--- src/rtl/mbank_clkdiv_pkg.sv ---
package mbank_clkdiv_pkg;

    // Shared phase counter width: the slowest bank ratio is 2**PH_W.
    localparam int PH_W = 3;
    // Feedback counter width: the slowest feedback ratio is 2**FB_W.
    localparam int FB_W = 5;

    typedef enum logic {
        REF_XTAL = 1'b0,
        REF_EXT  = 1'b1
    } ref_src_e;

    typedef struct packed {
        logic a;
        logic b;
        logic c;
        logic d;
    } bank_sel_t;

    // Pick the slow tap when sel is set, the fast tap otherwise.
    function automatic logic pick_tap(logic [1:0] taps, logic sel);
        return sel ? taps[1] : taps[0];
    endfunction

endpackage

--- src/rtl/mbank_tick_gen.sv ---
module mbank_tick_gen
    import mbank_clkdiv_pkg::*;
#(
    parameter int SYNC_STAGES = 2
) (
    input  logic clk_i,
    input  logic rst_i,
    input  logic pll_en_i,
    input  logic ref_sel_i,
    input  logic xtal_ref_i,
    input  logic ext_ref_i,
    output logic tick_o
);
    localparam int SH_W = SYNC_STAGES + 1;

    ref_src_e        src;
    logic            ref_mux;
    logic [SH_W-1:0] sh_q;
    logic            ref_rise;

    assign src     = ref_src_e'(ref_sel_i);
    assign ref_mux = (src == REF_EXT) ? ext_ref_i : xtal_ref_i;

    always_ff @(posedge clk_i) begin
        if (rst_i) begin
            sh_q <= '0;
        end else begin
            sh_q <= {sh_q[SH_W-2:0], ref_mux};
        end
    end

    assign ref_rise = sh_q[SH_W-2] & ~sh_q[SH_W-1];
    assign tick_o   = pll_en_i ? 1'b1 : ref_rise;

endmodule

--- src/rtl/mbank_phase_ctr.sv ---
module mbank_phase_ctr #(
    parameter int W      = 3,
    parameter int OUT_LO = 0
) (
    input  logic              clk_i,
    input  logic              rst_i,
    input  logic              tick_i,
    output logic [W-1:OUT_LO] cnt_o,
    output logic              wrap_o
);
    logic [W-1:0] cnt_q;

    // Down-counter: every bit goes high together on the 0 -> all-ones step.
    always_ff @(posedge clk_i) begin
        if (rst_i) begin
            cnt_q <= '0;
        end else if (tick_i) begin
            cnt_q <= cnt_q - 1'b1;
        end
    end

    assign cnt_o  = cnt_q[W-1:OUT_LO];
    assign wrap_o = tick_i && (cnt_q == '0);

    assert_idle_hold_R4: assert property (@(posedge clk_i) disable iff (rst_i)
        !tick_i |=> $stable(cnt_q))
        else $error("counter moved without a source tick");

endmodule

--- src/rtl/mbank_bank.sv ---
module mbank_bank
    import mbank_clkdiv_pkg::*;
#(
    parameter int LANES = 1
) (
    input  logic             clk_i,
    input  logic             rst_i,
    input  logic             wrap_i,
    input  logic [1:0]       taps_i,
    input  logic             sel_i,
    output logic [LANES-1:0] q_o
);
    logic sel_q;
    logic tap;

    // Ratio changes are taken only at the common alignment point.
    always_ff @(posedge clk_i) begin
        if (rst_i) begin
            sel_q <= 1'b0;
        end else if (wrap_i) begin
            sel_q <= sel_i;
        end
    end

    assign tap = pick_tap(taps_i, sel_q);

    for (genvar i = 0; i < LANES; i++) begin : g_lane
        assign q_o[i] = tap;
    end

    assert_sel_hold_R10: assert property (@(posedge clk_i) disable iff (rst_i)
        !wrap_i |=> $stable(sel_q))
        else $error("ratio select taken away from the boundary");

endmodule

--- src/rtl/mbank_clkdiv.sv ---
module mbank_clkdiv
    import mbank_clkdiv_pkg::*;
#(
    parameter int C_LANES     = 2,
    parameter int D_LANES     = 5,
    parameter int SYNC_STAGES = 2
) (
    input  logic               clk_i,
    input  logic               rst_i,
    input  logic               pll_en_i,
    input  logic               ref_sel_i,
    input  logic               xtal_ref_i,
    input  logic               ext_ref_i,
    input  logic               sel_a_i,
    input  logic               sel_b_i,
    input  logic               sel_c_i,
    input  logic               sel_d_i,
    input  logic               fb_sel_i,
    input  logic               oe_n_i,
    output logic               qa_o,
    output logic               qb_o,
    output logic [C_LANES-1:0] qc_o,
    output logic [D_LANES-1:0] qd_o,
    output logic               fb_o,
    output logic               drv_en_o
);
    localparam int FB_LO = FB_W - 2;

    bank_sel_t           sel;
    logic                tick;
    logic [PH_W-1:0]     ph_cnt;
    logic                ph_wrap;
    logic [FB_W-1:FB_LO] fb_cnt;
    logic                fb_wrap;

    assign sel = '{a: sel_a_i, b: sel_b_i, c: sel_c_i, d: sel_d_i};

    mbank_tick_gen #(.SYNC_STAGES(SYNC_STAGES)) u_tick (
        .clk_i, .rst_i, .pll_en_i, .ref_sel_i, .xtal_ref_i, .ext_ref_i,
        .tick_o (tick)
    );

    mbank_phase_ctr #(.W(PH_W), .OUT_LO(0)) u_phase (
        .clk_i, .rst_i,
        .tick_i (tick),
        .cnt_o  (ph_cnt),
        .wrap_o (ph_wrap)
    );

    // Bank A taps bits 0/1 (/2, /4); the other banks tap bits 1/2 (/4, /8).
    mbank_bank #(.LANES(1)) u_bank_a (
        .clk_i, .rst_i, .wrap_i(ph_wrap), .taps_i(ph_cnt[1:0]),
        .sel_i(sel.a), .q_o(qa_o)
    );
    mbank_bank #(.LANES(1)) u_bank_b (
        .clk_i, .rst_i, .wrap_i(ph_wrap), .taps_i(ph_cnt[2:1]),
        .sel_i(sel.b), .q_o(qb_o)
    );
    mbank_bank #(.LANES(C_LANES)) u_bank_c (
        .clk_i, .rst_i, .wrap_i(ph_wrap), .taps_i(ph_cnt[2:1]),
        .sel_i(sel.c), .q_o(qc_o)
    );
    mbank_bank #(.LANES(D_LANES)) u_bank_d (
        .clk_i, .rst_i, .wrap_i(ph_wrap), .taps_i(ph_cnt[2:1]),
        .sel_i(sel.d), .q_o(qd_o)
    );

    // Feedback path always counts the fast clock.
    mbank_phase_ctr #(.W(FB_W), .OUT_LO(FB_LO)) u_fb_ctr (
        .clk_i, .rst_i,
        .tick_i (1'b1),
        .cnt_o  (fb_cnt),
        .wrap_o (fb_wrap)
    );

    // Inverted select: fb_sel_i = 0 picks the slow tap (/32).
    mbank_bank #(.LANES(1)) u_fb (
        .clk_i, .rst_i, .wrap_i(fb_wrap), .taps_i(fb_cnt),
        .sel_i(~fb_sel_i), .q_o(fb_o)
    );

    assign drv_en_o = ~oe_n_i;

    assert_reset_low_R8: assert property (@(posedge clk_i) disable iff (rst_i)
        $past(rst_i) |-> (!qa_o && !qb_o && qc_o == '0 && qd_o == '0 && !fb_o))
        else $error("outputs not low after reset");

    assert_common_rise_R9: assert property (@(posedge clk_i) disable iff (rst_i)
        ($rose(qb_o) || $rose(qc_o[0]) || $rose(qd_o[0])) |-> qa_o)
        else $error("slower bank rose while bank A was low");

endmodule

--- config.mk ---
export PLATFORM = sky130hd
export DESIGN_NAME = mbank_clkdiv
export DESIGN_NICKNAME = d
export VERILOG_FILES = /design/src/rtl/mbank_clkdiv_pkg.sv /design/src/rtl/mbank_tick_gen.sv /design/src/rtl/mbank_phase_ctr.sv /design/src/rtl/mbank_bank.sv /design/src/rtl/mbank_clkdiv.sv
export SDC_FILE = /design/constraint.sdc
export NUM_CORES = 1
export LEC_CHECK = 0
export ABC_CLOCK_PERIOD_IN_PS = 1350
export CAP_MARGIN = 20
export CORE_ASPECT_RATIO = 0.75
export CORE_MARGIN = 4
export CORE_UTILIZATION = 45
export DETAILED_ROUTE_END_ITERATION = 8
export GPL_TIMING_DRIVEN = 0
export PLACE_DENSITY = 0.86
export SLEW_MARGIN = 10
export SYNTH_ARGS = -nofsm -noshare
export SYNTH_HDL_FRONTEND = slang
export SYNTH_SLANG_ARGS = --single-unit
--- constraint.sdc ---
create_clock -name clk_i -period 1.35 [get_ports clk_i]
set_input_delay 0.405 -clock clk_i [delete_from_list [all_inputs] [get_ports clk_i]]
set_output_delay 0.405 -clock clk_i [all_outputs]
set_load 0.01 [all_outputs]
==> After elaboration in Yosys (flattened, before gate mapping) <==
Index checks and enable logic that the tools add are counted.
{ "totals": {"regBits": 16, "output_inout_bits": 11, "elab_cells": 24} }
{ "op_classes": {"add_sub_neg": 2, "mux": 7, "n_bitwise": 4, "reduce_logical": 3} }
{ "op_table": {"columns": ["cell", "count"], "rows": [
  ["2-to-1 mux 1 bit", 7],
  ["logical NOT 5 bit", 1],
  ["subtractor 5 x 1 -> 5 bit, second input constant", 1],
  ["logical NOT 3 bit", 1],
  ["NOT 1 bit", 3],
  ["subtractor 3 x 1 -> 3 bit, second input constant", 1],
  ["AND 1 bit", 1],
  ["logical AND 1 bit", 1]
]} }

==> Longest topological paths before layout <==
{ "depth": {"ltp_word": 4, "mapped_depth": 5, "mapped_depth_nobuf": 5} }

==> Cells and area by module <==
A second synthesis with hierarchy kept.
{ "unflattened": {"hier_cells": 84, "hier_area_um2": 849.6} }
{ "modules_own_cells": {"columns": ["module", "instances", "cells_per_inst", "area_each_um2", "seq_area_each_um2"], "rows": [
  ["mbank_phase_ctr at u_fb_ctr", 1, 29, 292.8, 100.1],
  ["mbank_bank at u_bank_a ...", 3, 4, 48.8, 20.0],
  ["mbank_phase_ctr at u_phase", 1, 16, 146.4, 60.1],
  ["mbank_tick_gen", 1, 9, 102.6, 60.1],
  ["mbank_bank at u_bank_d", 1, 9, 86.3, 20.0],
  ["mbank_bank at u_bank_c", 1, 6, 63.8, 20.0],
  ["mbank_clkdiv", 1, 3, 11.3, 0.0]
]} }

==> Worst setup path before layout <==
No wires, ideal clock.
{ "synth_timing": {"path_kind": "register -> output", "startpoint": "register u_phase.cnt_q[1] (netlist: u_phase.cnt_o[1])", "endpoint": "output qd_o[0]", "arrival_time_ns": 0.787, "required_ns": 0.945, "slack_ns": 0.158, "path_stages_with_launch": 4, "n_path_buf": 1, "path_cell_list": "dfxtp_1 > inv_2 > o21ai_1 > buf_4"} }
{ "synth_between": {"elab_chain_cells": 1} }
{ "synth_rtl": {"columns": ["item", "line", "rtl"], "rows": [
  ["start: declaration", "mbank_phase_ctr.sv:11", "logic [W-1:0] cnt_q;"],
  ["start signal: assignment", "mbank_phase_ctr.sv:18", "cnt_q <= cnt_q - 1'b1;"],
  ["2-to-1 mux 1 bit", "mbank_clkdiv_pkg.sv:22", "return sel ? taps[1] : taps[0];"],
  ["end: declaration", "mbank_clkdiv.sv:23", "output logic [D_LANES-1:0] qd_o,"]
]} }
Every way passes these cells.

==> Worst setup path after layout <==
{ "layout_timing": {"startpoint": "register u_phase.cnt_q[1] (netlist: u_phase.cnt_o[1])", "endpoint": "output qd_o[4]"} }
Same word-level chain as after synthesis.

==> results.md <==
- Number of synthesized flops with an enable pin: 0
- Static Leak: 0.533 nW
- Critical path data required time: 0.95 ns
- Crit Path Class: register to output port
- Post-Place Cells: 128
- Chip height: 44.5 µm
- Maximum VDD drop: 1.07 mV
- Synth Area in Compound Gates: 0.0906
- Status: finished, violations left
- Synth warn: 0
- Critical-path cell list: inv_4 > o21ai_4 > buf_6 > buf_6 > buf_6
- Routed vias/inst: 5.00
- Post-DP HPWL: 1200 µm
- Failing checks: negative setup slack
- Core area: 1580 µm²
- Power consumption: 0.00149 W
- GRT overflow: 0
- Synthesis-to-layout area growth: 56.6%
- HP Class: register to register
- First-pass GRT wire length: 2860 µm
- H-tree levels: 1
- Critical path startpoint category: register
- DIE AREA: 2530 µm²
- Main combinational cell family by area after synthesis: simple AND/OR/NAND/NOR gates
- Vias: 690
- Flop2flop setup slack: -0.10 ns
- Async set or reset register ratio after synthesis: 0
- # rows: 12
- Worst-Skew Late Latency: 0.29 ns
- Most frequent CP cell: buf_6
- Clock transition at path regs: 0.09 ns
- Yosys reg bits: 16
- GRT Total Usage: 0.152
- TritonCTS buffer count: 3
- Netlist cell types: 25
- Final Hold Fails: 0
- Vias in the first global route: 649
- Fill count: 100
- Critical path's slowest cell: dfxtp_2
- Routed Antenna Nets: 0
- Post-synth top flop: dfxtp_1
- Synthesized instance count: 85
- Die width: 56.7 µm
- RSZ-0062 raised after global routing: yes
- Simple-gate share of the synthesized area: 0.220
- ANT cells: 0
- Final setup vio count: 15
- Leading area contributor after synthesis: dfxtp_1
- Ports: 23
- Pwr dens: 1190 nW/µm²
- Share of layout cells above drive strength 1: 0.462
- F_max: 0.630 GHz
- Layout Nets: 134
- Drt initial violations: 10
- # Max-Cap Violations: 0
- Largest net degree at the start of global routing: 11
- Multi-input gate area: 474 µm²
- Pre-Repair DR Iteration Count: 4
- DR DRC count: 0
- CTS tree: done
- Post-layout min period: 1.59 ns
- Most frequent cells after synthesis: 16 x dfxtp_1, 9 x nand2b_1, 8 x nor2_1, 7 x buf_4, 5 x mux2i_1
- Largest cells by area after synthesis: dfxtp_1 40%, nand2b_1 7.0%, buf_4 6.6%
- Crit path DAT: 1.18 ns
- Skew final: 0.00572 ns
- Worst rel slew slack: 0.701
- Post-Route WL: 2060 µm
- Syn_nets: 101
- CTS Sinks: 16
- Yosys top cell area share: 0.400
- GPL Wtd Cong: 0.721
- Initial Utilization: 0.508
- Post-Syn Area per Cell: 9.42 µm²
- Finished Layout Cells: 138
- Routed len/inst: 14.9 µm
- Worst path max stage delay: 0.35 ns
- Buffers on Ports: 22
- Final period utilization: 1.18
- Worst slew pin tran: 0.448 ns
- Mux cell area share after synthesis: 0.0906
- Synth Cell Area: 801 µm²
- CTS Root Cell: clkbuf_4
- Clock buffer depth: 2
- Sequential cell area: 333 µm²
- Most frequent cell after synthesis: dfxtp_1
- Crit Path Max Fanout: 4
- Adder-Cell Fraction of Synth Area: 0.0625
- Final worst setup slack: -0.238 ns
- Initial antenna violation count: 0
- Crit. End Element: output port
- Max-slew violations: 0
- Post-Synth XOR/XNOR Area: 0.0328
- Register area share after synthesis: 0.400
layout make-up:
class,instances,share of cell area
Sequential cell,16,0.265
Tap cell,21,0.0210
Multi-Input combinational cell,54,0.378
Timing Repair Buffer,29,0.228
Inverter,6,0.0240
Clock buffer,4,0.0289
Buffer,8,0.0549
state kept, by name, summed over array words and instances, names as in the netlist:
register        count
u_bank_b.sel_q      1
u_fb_ctr.cnt_q      5
u_bank_c.sel_q      1
u_tick.sh_q         3
u_fb.sel_q          1
u_bank_d.sel_q      1
u_bank_a.sel_q      1
u_phase.cnt_o       3
layer usage:
metal	track usage	wire length, µm	share of wire	vias to the layer above
li1	-	-	-	337
met2	0.281	1050	0.51	28
met1	0.154	829	0.40	315
met3	0.0554	114	0.055	10
met5	0	0	0	-
met4	0.0758	68	0.033	0
logic make-up (layout without fill, tap and decap cells):
family / count (synthesis) / count (layout)
AOI/OAI and AO/OA: 10 / 10
xor gates and xnor gates: 3 / 3
adders and majority gates: 4 / 4
buffers and inverters: 15 / 47
DFF: 16 / 16
muxes: 7 / 7
and+or+nand+nor: 30 / 30
power breakdown:
group          internal [W]  switching [W]  total, W
Sequential         0.000540      0.0000731  0.000613
Combinational      0.000341       0.000218  0.000559
Clock              0.000165       0.000151  0.000315
Total               0.00105       0.000442   0.00149
cells in the final DEF (no fill, tap or decap), types with 2 or more instances in the layout:
cell,n
buf_2,3
buf_4,4
buf_6,17
clkbuf_4,3
clkdlybuf4s50_1,10
dfxtp_1,8
dfxtp_2,7
ha_1,2
ha_4,2
inv_1,3
mux2_4,2
mux2i_1,5
nand2_1,3
nand2b_1,8
nor2_1,8
nor2b_1,3
nor3_1,2
o21ai_2,3
xnor2_1,3
per-stage QoR:
| stage | hold WS (ns) | setup TNS [ns] | utilization | setup slack (ns) | area (µm²) |
|---|---|---|---|---|---|
| detailed placement | 0.430 | -6.21 | 0.664 | -0.456 | 1050 |
| CTS | 0.450 | -1.52 | 0.747 | -0.266 | 1180 |
| global route | 0.453 | -2.91 | 0.795 | -0.291 | 1250 |
| floorplan | 0.414 | 0 | - | 0.158 | 801 |
| finish | 0.448 | -2.07 | 0.795 | -0.238 | 1250 |
| global placement | 0.420 | -5.58 | 0.664 | -0.425 | 1050 |
timing repair:
item	4_1_cts	5_1_grt
pin swaps	3	3
setup endpoints to repair	12	16
hold endpoints to repair	0	0
gates resized for setup	77	12
buffers inserted	5	2
hold buffers	0	0
path summary, 6_finish.rpt:
check,startpoint,to,depth (start not counted)
worst max-delay path,u_phase.cnt_o[1],qd_o[4],5
worst min-delay path,u_tick.sh_q[0],u_tick.sh_q[1],1
worst min register to register,u_tick.sh_q[0],u_tick.sh_q[1],1
worst max register to register,u_phase.cnt_o[1],u_phase.cnt_o[1],7
worst max-delay path, delay by kind of cell, from the launching register on:
| family | cells | cell delay [ns] |
|---|---|---|
| flops | 1 | 0.35 |
| buf+inv | 4 | 0.35 |
| compound gates | 1 | 0.19 |
Note: power is estimated with default switching activity, not from simulation.
